### src/rtl/fskd_pkg.sv
package fskd_pkg;
  localparam int unsigned DEF_CNT_W  = 9;
  localparam int unsigned DEF_SYNC_N = 2;
  localparam int unsigned DEF_THR    = 148;
  localparam int unsigned DEF_WIN_LO = 80;
  localparam int unsigned DEF_WIN_HI = 260;
  localparam int unsigned DEF_GAP    = 300;
  localparam int unsigned DEF_RUN_N  = 4;

  typedef enum logic {
    SYM_SPACE = 1'b0,
    SYM_MARK  = 1'b1
  } sym_e;
endpackage

### src/rtl/fskd_sync.sv
module fskd_sync #(
  parameter int unsigned SYNC_N = fskd_pkg::DEF_SYNC_N
) (
  input  logic clk_i,
  input  logic rst_ni,
  input  logic comp_i,
  output logic tgl_o
);
  logic [SYNC_N:0] pipe_q;

  for (genvar g = 0; g <= SYNC_N; g++) begin : g_stage
    if (g == 0) begin : g_first
      always_ff @(posedge clk_i or negedge rst_ni) begin
        if (!rst_ni) pipe_q[g] <= 1'b0;
        else         pipe_q[g] <= comp_i;
      end
    end else begin : g_next
      always_ff @(posedge clk_i or negedge rst_ni) begin
        if (!rst_ni) pipe_q[g] <= 1'b0;
        else         pipe_q[g] <= pipe_q[g-1];
      end
    end
  end

  // last stage only delays, used for edge compare
  assign tgl_o = pipe_q[SYNC_N] ^ pipe_q[SYNC_N-1];
endmodule

### src/rtl/fskd_period.sv
module fskd_period #(
  parameter int unsigned CNT_W = fskd_pkg::DEF_CNT_W,
  parameter int unsigned GAP   = fskd_pkg::DEF_GAP
) (
  input  logic             clk_i,
  input  logic             rst_ni,
  input  logic             en_i,
  input  logic             tgl_i,
  output logic             vld_o,
  output logic [CNT_W-1:0] len_o,
  output logic             gap_o
);
  localparam logic [CNT_W-1:0] CNT_MAX = {CNT_W{1'b1}};
  localparam logic [CNT_W-1:0] GAP_C   = CNT_W'(GAP);

  logic [CNT_W-1:0] cnt_q, cnt_inc;
  logic             vld_q;
  logic [CNT_W-1:0] len_q;

  assign cnt_inc = (cnt_q == CNT_MAX) ? cnt_q : cnt_q + 1'b1;

  always_ff @(posedge clk_i or negedge rst_ni) begin
    if (!rst_ni) begin
      cnt_q <= '0;
      vld_q <= 1'b0;
      len_q <= '0;
    end else if (!en_i) begin
      cnt_q <= '0;
      vld_q <= 1'b0;
    end else begin
      vld_q <= tgl_i;
      if (tgl_i) begin
        len_q <= cnt_inc;
        cnt_q <= '0;
      end else begin
        cnt_q <= cnt_inc;
      end
    end
  end

  assign vld_o = vld_q;
  assign len_o = len_q;
  assign gap_o = cnt_q > GAP_C;

  p_cnt_clear_r2: assert property (@(posedge clk_i) disable iff (!rst_ni)
    en_i && tgl_i |=> (cnt_q == '0));
  p_evt_follows_r2: assert property (@(posedge clk_i) disable iff (!rst_ni)
    en_i && tgl_i |=> vld_o);
  p_gap_quiet_r6: assert property (@(posedge clk_i) disable iff (!rst_ni)
    gap_o |-> !$past(tgl_i && en_i));
endmodule

### src/rtl/fskd_carrier.sv
module fskd_carrier #(
  parameter int unsigned CNT_W  = fskd_pkg::DEF_CNT_W,
  parameter int unsigned WIN_LO = fskd_pkg::DEF_WIN_LO,
  parameter int unsigned WIN_HI = fskd_pkg::DEF_WIN_HI,
  parameter int unsigned RUN_N  = fskd_pkg::DEF_RUN_N
) (
  input  logic             clk_i,
  input  logic             rst_ni,
  input  logic             en_i,
  input  logic             vld_i,
  input  logic [CNT_W-1:0] len_i,
  input  logic             gap_i,
  output logic             cd_o
);
  localparam int unsigned      RUN_W   = $clog2(RUN_N + 1);
  localparam logic [RUN_W-1:0] RUN_MAX = RUN_W'(RUN_N);
  localparam logic [RUN_W-1:0] RUN_PRE = RUN_W'(RUN_N - 1);
  localparam logic [CNT_W-1:0] LO_C    = CNT_W'(WIN_LO);
  localparam logic [CNT_W-1:0] HI_C    = CNT_W'(WIN_HI);

  logic [RUN_W-1:0] run_q;
  logic             cd_q;
  logic             in_win;

  assign in_win = (len_i >= LO_C) && (len_i <= HI_C);

  always_ff @(posedge clk_i or negedge rst_ni) begin
    if (!rst_ni) begin
      run_q <= '0;
      cd_q  <= 1'b0;
    end else if (!en_i || gap_i) begin
      run_q <= '0;
      cd_q  <= 1'b0;
    end else if (vld_i) begin
      if (in_win) begin
        if (run_q != RUN_MAX) run_q <= run_q + 1'b1;
        if (run_q >= RUN_PRE) cd_q <= 1'b1;
      end else begin
        run_q <= '0;
        cd_q  <= 1'b0;
      end
    end
  end

  assign cd_o = cd_q;

  p_cd_rise_on_evt_r4: assert property (@(posedge clk_i) disable iff (!rst_ni)
    $rose(cd_q) |-> $past(vld_i && en_i));
  p_gap_drop_r6: assert property (@(posedge clk_i) disable iff (!rst_ni)
    gap_i |=> !cd_q);
  p_outwin_drop_r5: assert property (@(posedge clk_i) disable iff (!rst_ni)
    vld_i && ((len_i < LO_C) || (len_i > HI_C)) |=> !cd_q);
endmodule

### src/rtl/fskd_slicer.sv
module fskd_slicer #(
  parameter int unsigned CNT_W = fskd_pkg::DEF_CNT_W,
  parameter int unsigned THR   = fskd_pkg::DEF_THR
) (
  input  logic             clk_i,
  input  logic             rst_ni,
  input  logic             en_i,
  input  logic             vld_i,
  input  logic [CNT_W-1:0] len_i,
  output fskd_pkg::sym_e   sym_o
);
  import fskd_pkg::*;
  localparam logic [CNT_W-1:0] THR_C = CNT_W'(THR);

  sym_e sym_q;

  always_ff @(posedge clk_i or negedge rst_ni) begin
    if (!rst_ni)     sym_q <= SYM_MARK;
    else if (!en_i)  sym_q <= SYM_MARK;
    else if (vld_i)  sym_q <= (len_i >= THR_C) ? SYM_MARK : SYM_SPACE;
  end

  assign sym_o = sym_q;

  p_hold_between_r2: assert property (@(posedge clk_i) disable iff (!rst_ni)
    en_i && !$past(vld_i) && $past(en_i) |-> $stable(sym_q));
  p_rts_mark_r7: assert property (@(posedge clk_i) disable iff (!rst_ni)
    !en_i |=> (sym_q == SYM_MARK));
endmodule

### src/rtl/fsk_zc_demod.sv
module fsk_zc_demod #(
  parameter int unsigned CNT_W  = fskd_pkg::DEF_CNT_W,
  parameter int unsigned SYNC_N = fskd_pkg::DEF_SYNC_N,
  parameter int unsigned THR    = fskd_pkg::DEF_THR,
  parameter int unsigned WIN_LO = fskd_pkg::DEF_WIN_LO,
  parameter int unsigned WIN_HI = fskd_pkg::DEF_WIN_HI,
  parameter int unsigned GAP    = fskd_pkg::DEF_GAP,
  parameter int unsigned RUN_N  = fskd_pkg::DEF_RUN_N
) (
  input  logic clk_i,
  input  logic rst_ni,
  input  logic comp_i,
  input  logic rts_ni,
  output logic rxd_o,
  output logic cd_o
);
  import fskd_pkg::*;

  logic             tgl_w, vld_w, gap_w, cd_w;
  logic [CNT_W-1:0] len_w;
  sym_e             sym_w;

  fskd_sync #(.SYNC_N(SYNC_N)) u_sync (
    .clk_i (clk_i), .rst_ni(rst_ni), .comp_i(comp_i), .tgl_o(tgl_w)
  );

  fskd_period #(.CNT_W(CNT_W), .GAP(GAP)) u_period (
    .clk_i(clk_i), .rst_ni(rst_ni), .en_i(rts_ni), .tgl_i(tgl_w),
    .vld_o(vld_w), .len_o(len_w), .gap_o(gap_w)
  );

  fskd_carrier #(.CNT_W(CNT_W), .WIN_LO(WIN_LO), .WIN_HI(WIN_HI), .RUN_N(RUN_N)) u_carrier (
    .clk_i(clk_i), .rst_ni(rst_ni), .en_i(rts_ni), .vld_i(vld_w),
    .len_i(len_w), .gap_i(gap_w), .cd_o(cd_w)
  );

  fskd_slicer #(.CNT_W(CNT_W), .THR(THR)) u_slicer (
    .clk_i(clk_i), .rst_ni(rst_ni), .en_i(rts_ni), .vld_i(vld_w),
    .len_i(len_w), .sym_o(sym_w)
  );

  // transmit request gates combinationally so the line idles at once
  assign cd_o  = cd_w && rts_ni;
  assign rxd_o = cd_o ? (sym_w == SYM_MARK) : 1'b1;

  p_rts_clear_r8: assert property (@(posedge clk_i) disable iff (!rst_ni)
    !rts_ni |=> !cd_w);
endmodule

### config.mk
export PLATFORM = sky130hd
export DESIGN_NAME = fsk_zc_demod
export DESIGN_NICKNAME = d
export VERILOG_FILES = /design/src/rtl/fskd_pkg.sv /design/src/rtl/fskd_sync.sv /design/src/rtl/fskd_period.sv /design/src/rtl/fskd_carrier.sv /design/src/rtl/fskd_slicer.sv /design/src/rtl/fsk_zc_demod.sv
export SDC_FILE = /design/constraint.sdc
export NUM_CORES = 1
export LEC_CHECK = 0
export ABC_AREA = 1
export BUFFER_PORTS_ARGS = -buffer_cell sky130_fd_sc_hd__buf_2
export CORE_UTILIZATION = 30
export DETAILED_ROUTE_END_ITERATION = 12
export GPL_TIMING_DRIVEN = 0
export HOLD_SLACK_MARGIN = 0.03
export PLACE_DENSITY = 0.5
export SYNTH_ARGS = -nofsm -noshare
export SYNTH_HDL_FRONTEND = slang
export SYNTH_SLANG_ARGS = --single-unit
### constraint.sdc
create_clock -name clk_i -period 2.05 [get_ports clk_i]
set_clock_uncertainty 0.05 [all_clocks]
set_input_delay 0.3075 -clock clk_i [delete_from_list [all_inputs] [get_ports clk_i]]
set_output_delay 0.3075 -clock clk_i [all_outputs]
set_load 0.02 [all_outputs]
==> reports/qor.yml, run 1 <==
status: "completed"
cts.sinks: 27
htreeDepth: 1
cts_made_buffers: 3
syn_area_per_cell_um2: 8.30
yosysSeqAreaShare: 0.494
critPathKind: "reg2reg"
yosys.area.top_type: "dfrtp_1"
ff2ff_path_depth: 10
rrSetupSlack_ns: 0.42
crit_fanout: 10
tightest_slew_ns: 0.606
dieArea_um2: 4840
grt_max_degree: 28
max_freq_mhz: 615
io_pins: 6
cts_setup_buffers: 0
core_area_um2: 4380
grt_first_pass_wirelength_um: 4600
min_period_over_period: 0.793
antenna_left: 0
clkLatencyLatePin_ns: 0.27
wl_um: 2530
yosysWarnings: 0
drive_gt1_frac: 0.126
rsz0062_at_grt: "false"
worstSetupStartpointType: "flop"
synthTopCellsByArea: "dfrtp_1 47%, nand2_1 12%, inv_1 7.1%"
hpwl_um: 2000
route.vias.total: 993
post_drt_wl_per_cell_um: 11.1
yosysTopAreaCellShare: 0.475
gr-usage-all-layers: 0.120
endpoint_kind: "flop"
vias_per_cell: 4.37
p_leak_nw: 0.807
clk_pin_slew_worst_paths_ns: 0.09
dp_cells: 222
die_h_um: 69.6
cts_tree: "yes"
firstDrtPassIters: 4
drc: 0
netlist_instances: 165
regArea_um2: 677
clock_path_buffers: 2
max-vdd-ir-drop_mv: 0.540
antenna_found_initial: 0
routabilityCongestion: 0.763
instances_no_fill: 227
cts_root_buf: "clkbuf_8"
n_fill_cell: 457
multi_input_area_um2: 569
period_needed_ns: 1.63
required_ns: 2.21
holdBufCountCts: 1
worstPathArrival_ns: 1.79
diodes: 0
overflow: 0
hold_class: "in2reg"
r2r-start: "u_period.cnt_q[0]"
relSlewSlack: 0.596
powerDensity_nw_per_um2: 624
die_x_um: 69.6
netlist_area_um2: 1370
max_cap_violations: 0
crit_end: "u_period.len_o[5]"
hold_viol: 0
synth_nets: 174
area_delta_synth_final_pct: 10.9
finalSetupViolCount: 0
synth_seq_cells: 27
crit_start: "u_period.cnt_q[0]"
r2r-end: "u_period.len_o[5]"
portBuffers: 5
first_iter_violations: 22
ctsResizeCount: 0
drv_slew: 0
finalNetCount: 185
start_util: 0.312
core.rowCount: 24
fin_setup_tns_ns: 0
synth.distinct_cells: 28
grt_pass1_vias: 1056
[critical path: stages (launching register included)]
cell,delay (ns)
dfrtp_1,0.42
ha_1,0.22
inv_2,0.06
nor2_4,0.14
nand3_2,0.09
nor2_2,0.12
nand2_2,0.11
buf_6,0.16
nand2_1,0.07
nand2_1,0.07
o21ai_2,0.05
[logic make-up after synthesis]
logic type      Yosys count  share of synthesized area
compound gates           21                     0.0840
xor+xnor                  7                     0.0447
fa+ha+maj                 5                     0.0457
buf+inv                  30                     0.0904
flops                    27                      0.494
simple gates             75                      0.241
[per-layer routing]
metal,part of all wire,vias to the layer above,GRT usage
met5,0,-,0
met3,0.023,0,0.0305
met4,0,0,0.0136
met2,0.50,5,0.222
li1,-,523,-
met1,0.48,465,0.142
[cell usage after synthesis, drive strengths merged]
cell,n
nor3,1
nand3,10
o21ai,9
or2,2
inv,27
and2,1
a21o,1
a31oi,1
clkinv,1
o21a,1
xnor2,3
dfrtp,26
a21oi,9
nor2,13
ha,5
dfstp,1
buf,2
xor2,4
nand2,48
[worst min-delay path by stage]
stage,start,end,cells past startpoint
finish,comp_i,u_sync.pipe_q[0],1
global route,comp_i,u_sync.pipe_q[0],1
CTS,comp_i,u_sync.pipe_q[0],1
detailed placement,u_sync.pipe_q[0],u_sync.pipe_q[1],0
global placement,u_sync.pipe_q[0],u_sync.pipe_q[1],0
floorplan,rst_ni,u_carrier.cd_o,0
[sequential cells by signal, summed over array words and instances, names as in the netlist]
| name | count |
|---|---|
| u_carrier.cd_o | 1 |
| u_carrier.run_q | 3 |
| u_period.cnt_q | 9 |
| u_period.len_o | 9 |
| u_period.vld_o | 1 |
| u_slicer.sym_o | 1 |
| u_sync.pipe_q | 3 |
[area by class of cell]
| class | count | area share |
|---|---|---|
| plain buffers | 2 | 0.0124 |
| clock buffers | 3 | 0.0272 |
| clock inverters | 1 | 0.00494 |
| inverters | 28 | 0.0692 |
| multi-input cells | 108 | 0.375 |
| flip-flops and latches | 27 | 0.446 |
| well taps | 52 | 0.0428 |
| repair buffers | 6 | 0.0231 |
[metrics by stage]
step / setup WS, ns / utilization / hold WS, ns / power [W] / area [µm²]
after floorplan: 0.587 / - / -0.0381 / 0.000623 / 1370
after global placement: 0.464 / 0.333 / 0.290 / 0.000652 / 1460
after detailed placement: 0.429 / 0.333 / 0.288 / 0.000655 / 1460
after CTS: 0.412 / 0.346 / 0.0738 / 0.000971 / 1520
after global routing: 0.305 / 0.346 / 0.0634 / 0.00100 / 1520
final: 0.425 / 0.346 / 0.0853 / 0.000948 / 1520
[placed cells by master (no fill, tap or decap), types with 2 or more instances in the layout]
master / n
o21ai_0: 4
nand2_1: 45
ha_1: 5
a21oi_1: 9
o21ai_1: 4
nor2_1: 11
xor2_1: 4
buf_2: 5
xnor2_1: 3
nand3_2: 2
dfrtp_1: 26
clkbuf_8: 3
nand2_2: 3
nand3_1: 8
inv_1: 26
[report_power, final]
part           leakage [nW]  internal, W  switching, W
Combinational         0.426    0.0000260     0.0000519
Sequential            0.360     0.000553     0.0000118
Clock                0.0217     0.000138      0.000167
(Power assumes the default switching activity.)
==> run 2, diff against run 1 <==
==> constraint.sdc (replaced) <==
create_clock -name clk_i -period 1.5 [get_ports clk_i]
set_clock_uncertainty 0.05 [all_clocks]
set_input_delay 0.225 -clock clk_i [delete_from_list [all_inputs] [get_ports clk_i]]
set_output_delay 0.225 -clock clk_i [all_outputs]
set_load 0.02 [all_outputs]
==> run 2 against run 1 <==
  * The run now ends with negative setup slack left
  * Register-to-register slack got worse by 0.47 ns
  * Sequential share of layout area decreased by 2.8 points
  * Global-route usage up 0.34 points
  * Combinational power grew 58%
  * Die area stayed put
  * Hold slack better by 0.14 ns
  * Wire length up 4.1%
  * Critical endpoint is now u_period.cnt_q[0]
  * Highest routed layer unchanged
==> reports/qor.yml, run 2 (synthesized netlist as in run 1, its figures left out) <==
status: "complete, but fails checks"
violations: "negative setup slack"
core.rowCount: 24  # unchanged
clock_path_buffers: 2  # unchanged
max_cap_violations: 0  # unchanged
antenna_found_initial: 0  # unchanged
cts.sinks: 27  # unchanged
r2r-end: "u_period.cnt_q[0]"
r2r-start: "u_period.cnt_q[1]"
core_area_um2: 4380  # unchanged
first_iter_violations: 20  # -9.1%
worstSetupStartpointType: "flop"
max_freq_mhz: 648  # +5.3%
crit_end: "u_period.cnt_q[0]"
htreeDepth: 1  # unchanged
clk_pin_slew_worst_paths_ns: 0.09  # about the same
tightest_slew_ns: 0.605  # -0.00131 ns
mostFrequentLayoutCell: "nand2_1"
grt_first_pass_wirelength_um: 4720  # +2.7%
crit_start: "u_period.cnt_q[1]"
drive_gt1_frac: 0.232  # +0.106
antenna_left: 0  # unchanged
portBuffers: 5  # unchanged
hold_class: "in2reg"
drv_slew: 0  # unchanged
dp_cells: 222  # unchanged
routabilityCongestion: 0.763  # unchanged
drc: 0  # unchanged
n_fill_cell: 444  # -2.8%
rsz0062_at_grt: "true"
clkLatencyLatePin_ns: 0.27  # about the same
wl_um: 2630  # +4.1%
ff2ff_path_depth: 8  # -2
io_pins: 6  # unchanged
cts_root_buf: "clkbuf_8"
firstDrtPassIters: 4  # unchanged
min_period_over_period: 1.03  # +0.236
dieArea_um2: 4840  # unchanged
rrSetupSlack_ns: -0.04  # -0.47 ns
relSlewSlack: 0.597  # +0.000875
worstPathArrival_ns: 1.66  # -0.13 ns
fin_util: 0.370  # +0.0231
cts_tree: "yes"
regArea_um2: 677  # unchanged
total_power_w: 0.00131  # +39%
grt_pass1_vias: 1070  # +1.3%
finalSetupViolCount: 5  # +5
cts_made_buffers: 3  # unchanged
dpl_cell_area_um2: 1460  # unchanged
grt_max_degree: 28  # unchanged
endpoint_kind: "flop"
hold_viol: 0  # unchanged
critPathKind: "reg2reg"
die_x_um: 69.6  # unchanged
final_cell_area_um2: 1620  # +6.7%
area_delta_synth_final_pct: 18.3
powerDensity_nw_per_um2: 811  # +30%
die_h_um: 69.6  # unchanged
worst_slack_ns: -0.0438  # -0.468 ns
diodes: 0  # unchanged
vias_per_cell: 4.41  # +0.86%
hpwl_um: 2000  # unchanged
p_leak_nw: 0.839  # +3.9%
gr-usage-all-layers: 0.123  # +0.00342
crit_fanout: 6  # -4
post_drt_wl_per_cell_um: 11.3  # +1.4%
max-vdd-ir-drop_mv: 0.741  # +37%
instances_no_fill: 233  # +2.6%
overflow: 0  # unchanged
finalNetCount: 191  # +3.2%
route.vias.total: 1028  # +3.5%
fin_setup_tns_ns: -0.101  # -0.101 ns
start_util: 0.312  # unchanged
period_needed_ns: 1.54  # -0.0817 ns
multi_input_area_um2: 623  # +9.5%
layout_common_cells: "39 x nand2_1, 26 x dfrtp_1, 25 x inv_1"
required_ns: 1.62  # -0.59 ns
[run 2: stage by stage]
step / hold WS [ns] / setup WS (ns)
2_1_floorplan: -0.121 / 0.0371
3_3_place_gp: 0.218 / -0.0864
3_5_place_dp: 0.223 / -0.121
4_1_cts: 0.220 / -0.0581
5_1_grt: 0.226 / -0.142
6_report: 0.228 / -0.0438
[run 2: area by class of cell]
class                      count  area share
clock inverter                 1     0.00463
multi-input combinational    108       0.385
tap                           52      0.0402
timing repair buffer          12      0.0510
sequential                    27       0.418
buffer                         2      0.0116
inverter                      28      0.0649
clock buffer                   3      0.0255
[run 2: critical path, stage by stage, from the launching register on]
cell and delay (ns):
dfrtp_1 0.41, ha_2 0.21, inv_2 0.04, nor2_4 0.10, nand3_2 0.08, nor2_2 0.12
nand2_2 0.12, xor2_1 0.17, and2_1 0.15
[run 2: power breakdown]
part / total (W) / internal, W / switching, W / leakage [nW]
sequential: 0.000772 / 0.000756 / 0.0000158 / 0.360
clock: 0.000418 / 0.000189 / 0.000230 / 0.0217
combinational: 0.000123 / 0.0000454 / 0.0000780 / 0.458
total: 0.00131 / 0.000990 / 0.000324 / 0.839
[run 2: timing repair]
| action | CTS | global route |
|---|---|---|
| hold buffers | 2 | 0 |
| buffers inserted | 4 | 0 |
| endpoints found under the setup margin | 20 | 20 |
| resized for setup | 7 | 11 |
| pin swaps | 7 | 7 |
| hold endpoints to repair | 27 | 0 |
| cloned | 0 | 1 |
[run 2: worst min-delay path by stage]
stage	startpoint	to	slack [ns]	cells after the start
global route	rts_ni	u_carrier.cd_o	0.23	3
CTS	rts_ni	u_carrier.cd_o	0.22	3
detailed placement	rst_ni	u_period.cnt_q[2]	0.22	1
global placement	rst_ni	u_period.cnt_q[3]	0.22	1
floorplan	rst_ni	u_carrier.cd_o	-0.12	0
finish	rts_ni	u_carrier.cd_o	0.23	3
[run 2: per-layer routing]
metal / global-route usage / part of all wire / up-vias
met3: 0.0305 / 0.028 / 0
met2: 0.224 / 0.49 / 9
met5: 0 / 0 / -
met1: 0.150 / 0.48 / 483
li1: - / - / 536
met4: 0.0136 / 0 / 0
==> run 3, diff against run 2 <==
--- a/config.mk
+++ b/config.mk
@@ -5,13 +5,13 @@
 export SDC_FILE = /design/constraint.sdc
 export NUM_CORES = 1
 export LEC_CHECK = 0
-export ABC_AREA = 1
 export BUFFER_PORTS_ARGS = -buffer_cell sky130_fd_sc_hd__buf_2
 export CORE_UTILIZATION = 30
 export DETAILED_ROUTE_END_ITERATION = 12
 export GPL_TIMING_DRIVEN = 0
 export HOLD_SLACK_MARGIN = 0.03
 export PLACE_DENSITY = 0.5
+export SETUP_SLACK_MARGIN = 0.2
 export SYNTH_ARGS = -nofsm -noshare
 export SYNTH_HDL_FRONTEND = slang
 export SYNTH_SLANG_ARGS = --single-unit
==> run 3 against run 2 <==
  * Critical endpoint is now u_period.cnt_q[1]
  * The run still ends with negative setup slack left
  * Register-to-register slack gained 0.03 ns
  * Sequential share of layout area shrank 2.0 points
  * Highest routed layer is now met4
  * Core utilization grew 5.0 points
  * Synthesized cell count shrank 20%
==> reports/qor.yml, run 3 <==
route.vias.total: 985  # -4.2%
yosys.area.top_type: "dfrtp_1"
min_period_over_period: 1.01  # -0.0220
core.rowCount: 23  # -4.2%
max-vdd-ir-drop_mv: 0.550  # -26%
max_cap_violations: 0  # unchanged
hold_class: "in2reg"
drive_gt1_frac: 0.358  # +0.126
clock_path_buffers: 2  # unchanged
hold_viol: 0  # unchanged
routabilityCongestion: 0.812  # +6.4%
rrSetupSlack_ns: -0.01  # +0.03 ns
max_freq_mhz: 662  # +2.2%
vias_per_cell: 4.71  # +6.8%
firstDrtPassIters: 4  # unchanged
die_x_um: 67.4  # -3.1%
powerDensity_nw_per_um2: 787  # -2.9%
clk_pin_slew_worst_paths_ns: 0.10  # about the same
drc: 0  # unchanged
status: "complete, but fails checks"
synth_edf_count: 0  # unchanged
required_ns: 1.61  # about the same
r2r-end: "u_period.cnt_q[1]"
layout_common_cells: "25 x dfrtp_1, 17 x buf_4, 13 x nor2_1, 13 x nand2_1, 11 x inv_1"
dpl_cell_area_um2: 1400  # -4.5%
worstPathArrival_ns: 1.62  # -0.04 ns
grt_first_pass_wirelength_um: 4510  # -4.5%
netlist_instances: 132  # -20%
clkLatencyLatePin_ns: 0.28  # about the same
relSlewSlack: 0.609  # +0.0120
netlist_area_um2: 1280  # -6.3%
synth_commonest_cells: "26 x dfrtp_1, 15 x nand2_1, 13 x nor2_1"
cts_root_buf: "clkbuf_8"
cts_made_buffers: 3  # unchanged
rsz0062_at_grt: "true"
cts.sinks: 27  # unchanged
ff2ff_path_depth: 6  # -2
grt_pass1_vias: 983  # -8.1%
finalNetCount: 169  # -12%
violations: "negative setup slack"
synth_nets: 141  # -19%
crit_fanout: 4  # -2
portBuffers: 5  # unchanged
post_drt_wl_per_cell_um: 12.3  # +9.0%
die_h_um: 67.4  # -3.1%
hpwl_um: 1740  # -13%
area_delta_synth_final_pct: 32.7
synthTopCellsByArea: "dfrtp_1 51%, ha_1 4.9%, o21ai_0 4.7%"
yosysSeqAreaShare: 0.527  # +0.0332
period_needed_ns: 1.51  # -0.0330 ns
holdWs_ns: 0.147  # -0.0808 ns
ys.flop_type: "dfrtp_1"
holdPathEnd: "u_slicer.sym_o"
drv_slew: 0  # unchanged
start_util: 0.316  # +0.00387
holdPathStages: 2  # -1
yosysTopAreaCellShare: 0.507  # +0.0319
final_cell_area_um2: 1700  # +5.2%
yosysMostFrequentCell: "dfrtp_1"
synth.distinct_cells: 32  # +14%
hold_start: "rts_ni"
critPathKind: "reg2reg"
wl_um: 2570  # -2.2%
yosysWarnings: 0  # unchanged
gr-usage-all-layers: 0.137  # +0.0140
r2r-start: "u_period.cnt_q[0]"
postSynth.asyncResetShare: 1.00  # unchanged
antenna_found_initial: 0  # unchanged
first_iter_violations: 15  # -25%
dieArea_um2: 4540  # -6.1%
worst_slack_ns: -0.0108  # +0.0330 ns
endpoint_kind: "flop"
overflow: 0  # unchanged
grt_max_degree: 28  # unchanged
tightest_slew_ns: 0.587  # -0.0179 ns
worstSetupStartpointType: "flop"
antenna_left: 0  # unchanged
cts_tree: "yes"
io_pins: 6  # unchanged
finalSetupViolCount: 2  # -3
htreeDepth: 1  # unchanged
synth_seq_cells: 27  # unchanged
mostFrequentLayoutCell: "dfrtp_1"
p_leak_nw: 0.714  # -15%
diodes: 0  # unchanged
core_area_um2: 4060  # -7.4%
n_fill_cell: 394  # -11%
syn_area_per_cell_um2: 9.73  # +17%
-- run 3: what timing repair did --
item,CTS,global route
endpoints found under the setup margin,23,23
pin swaps,10,6
buffers inserted,10,6
hold endpoints to repair,27,0
hold buffers,2,0
resized for setup,23,6
-- run 3: report_power, final --
part | total [W] | internal, W | switching (W)
combinational | 0.000144 | 0.0000606 | 0.0000834
sequential | 0.000771 | 0.000755 | 0.0000162
clock | 0.000426 | 0.000189 | 0.000237
total | 0.00134 | 0.00100 | 0.000337
-- run 3: stage by stage --
step                setup WS (ns)  total power (W)  cells   util  setup TNS, ns
finish                    -0.0108          0.00134    209  0.420        -0.0131
detailed placement         -0.179         0.000887    187  0.344         -0.581
global placement           -0.189         0.000884    187  0.344         -0.628
global route              -0.0618          0.00142    209  0.420         -0.275
floorplan                 -0.0176         0.000845    132      -        -0.0293
CTS                       -0.0110          0.00136    203  0.402        -0.0110
-- run 3: worst max-delay path by stage --
stage | start | to | slack (ns) | depth (start not counted)
after floorplan | u_period.cnt_q[1] | u_period.len_o[1] | -0.02 | 6
after global placement | u_period.cnt_q[1] | u_period.cnt_q[1] | -0.19 | 6
after detailed placement | u_period.cnt_q[1] | u_period.cnt_q[1] | -0.18 | 6
after CTS | u_period.cnt_q[0] | u_period.cnt_q[1] | -0.01 | 6
after global routing | u_period.cnt_q[0] | u_period.len_o[1] | -0.06 | 6
final | u_period.cnt_q[0] | u_period.cnt_q[1] | -0.01 | 6
-- run 3: logic make-up after synthesis --
| logic type | Yosys count | share of synthesized area |
|---|---|---|
| adders and majority gates | 5 | 0.0487 |
| and+or+nand+nor | 47 | 0.172 |
| xor gates and xnor gates | 4 | 0.0273 |
| AOI/OAI and AO/OA | 31 | 0.154 |
| DFF | 27 | 0.527 |
| buffers and inverters | 15 | 0.0478 |
| muxes | 3 | 0.0234 |
-- run 3: layout make-up --
class	count	area [µm²]	area share
Tap cell	50	62.6	0.0367
Multi-Input combinational cell	90	663	0.389
Sequential cell	27	678	0.398
Timing Repair Buffer	23	174	0.102
Clock buffer	3	41.3	0.0242
Inverter	12	47.5	0.0279
Buffer	3	30.0	0.0176
Clock inverter	1	7.51	0.00441
-- run 3: layer usage --
metal  global-route usage  vias to the layer above  part of all wire
li1                     -                      505                 -
met2                0.244                        7              0.48
met3               0.0304                        5             0.021
met5                    0                        -                 0
met4               0.0399                        0             0.012
met1                0.164                      468              0.49
-- run 3: critical path: stages (launching register included) --
cell     delay, ns
dfrtp_1       0.37
ha_2          0.18
and3_4        0.20
and3_4        0.18
buf_6         0.12
mux2i_4       0.24
nor2_1        0.06
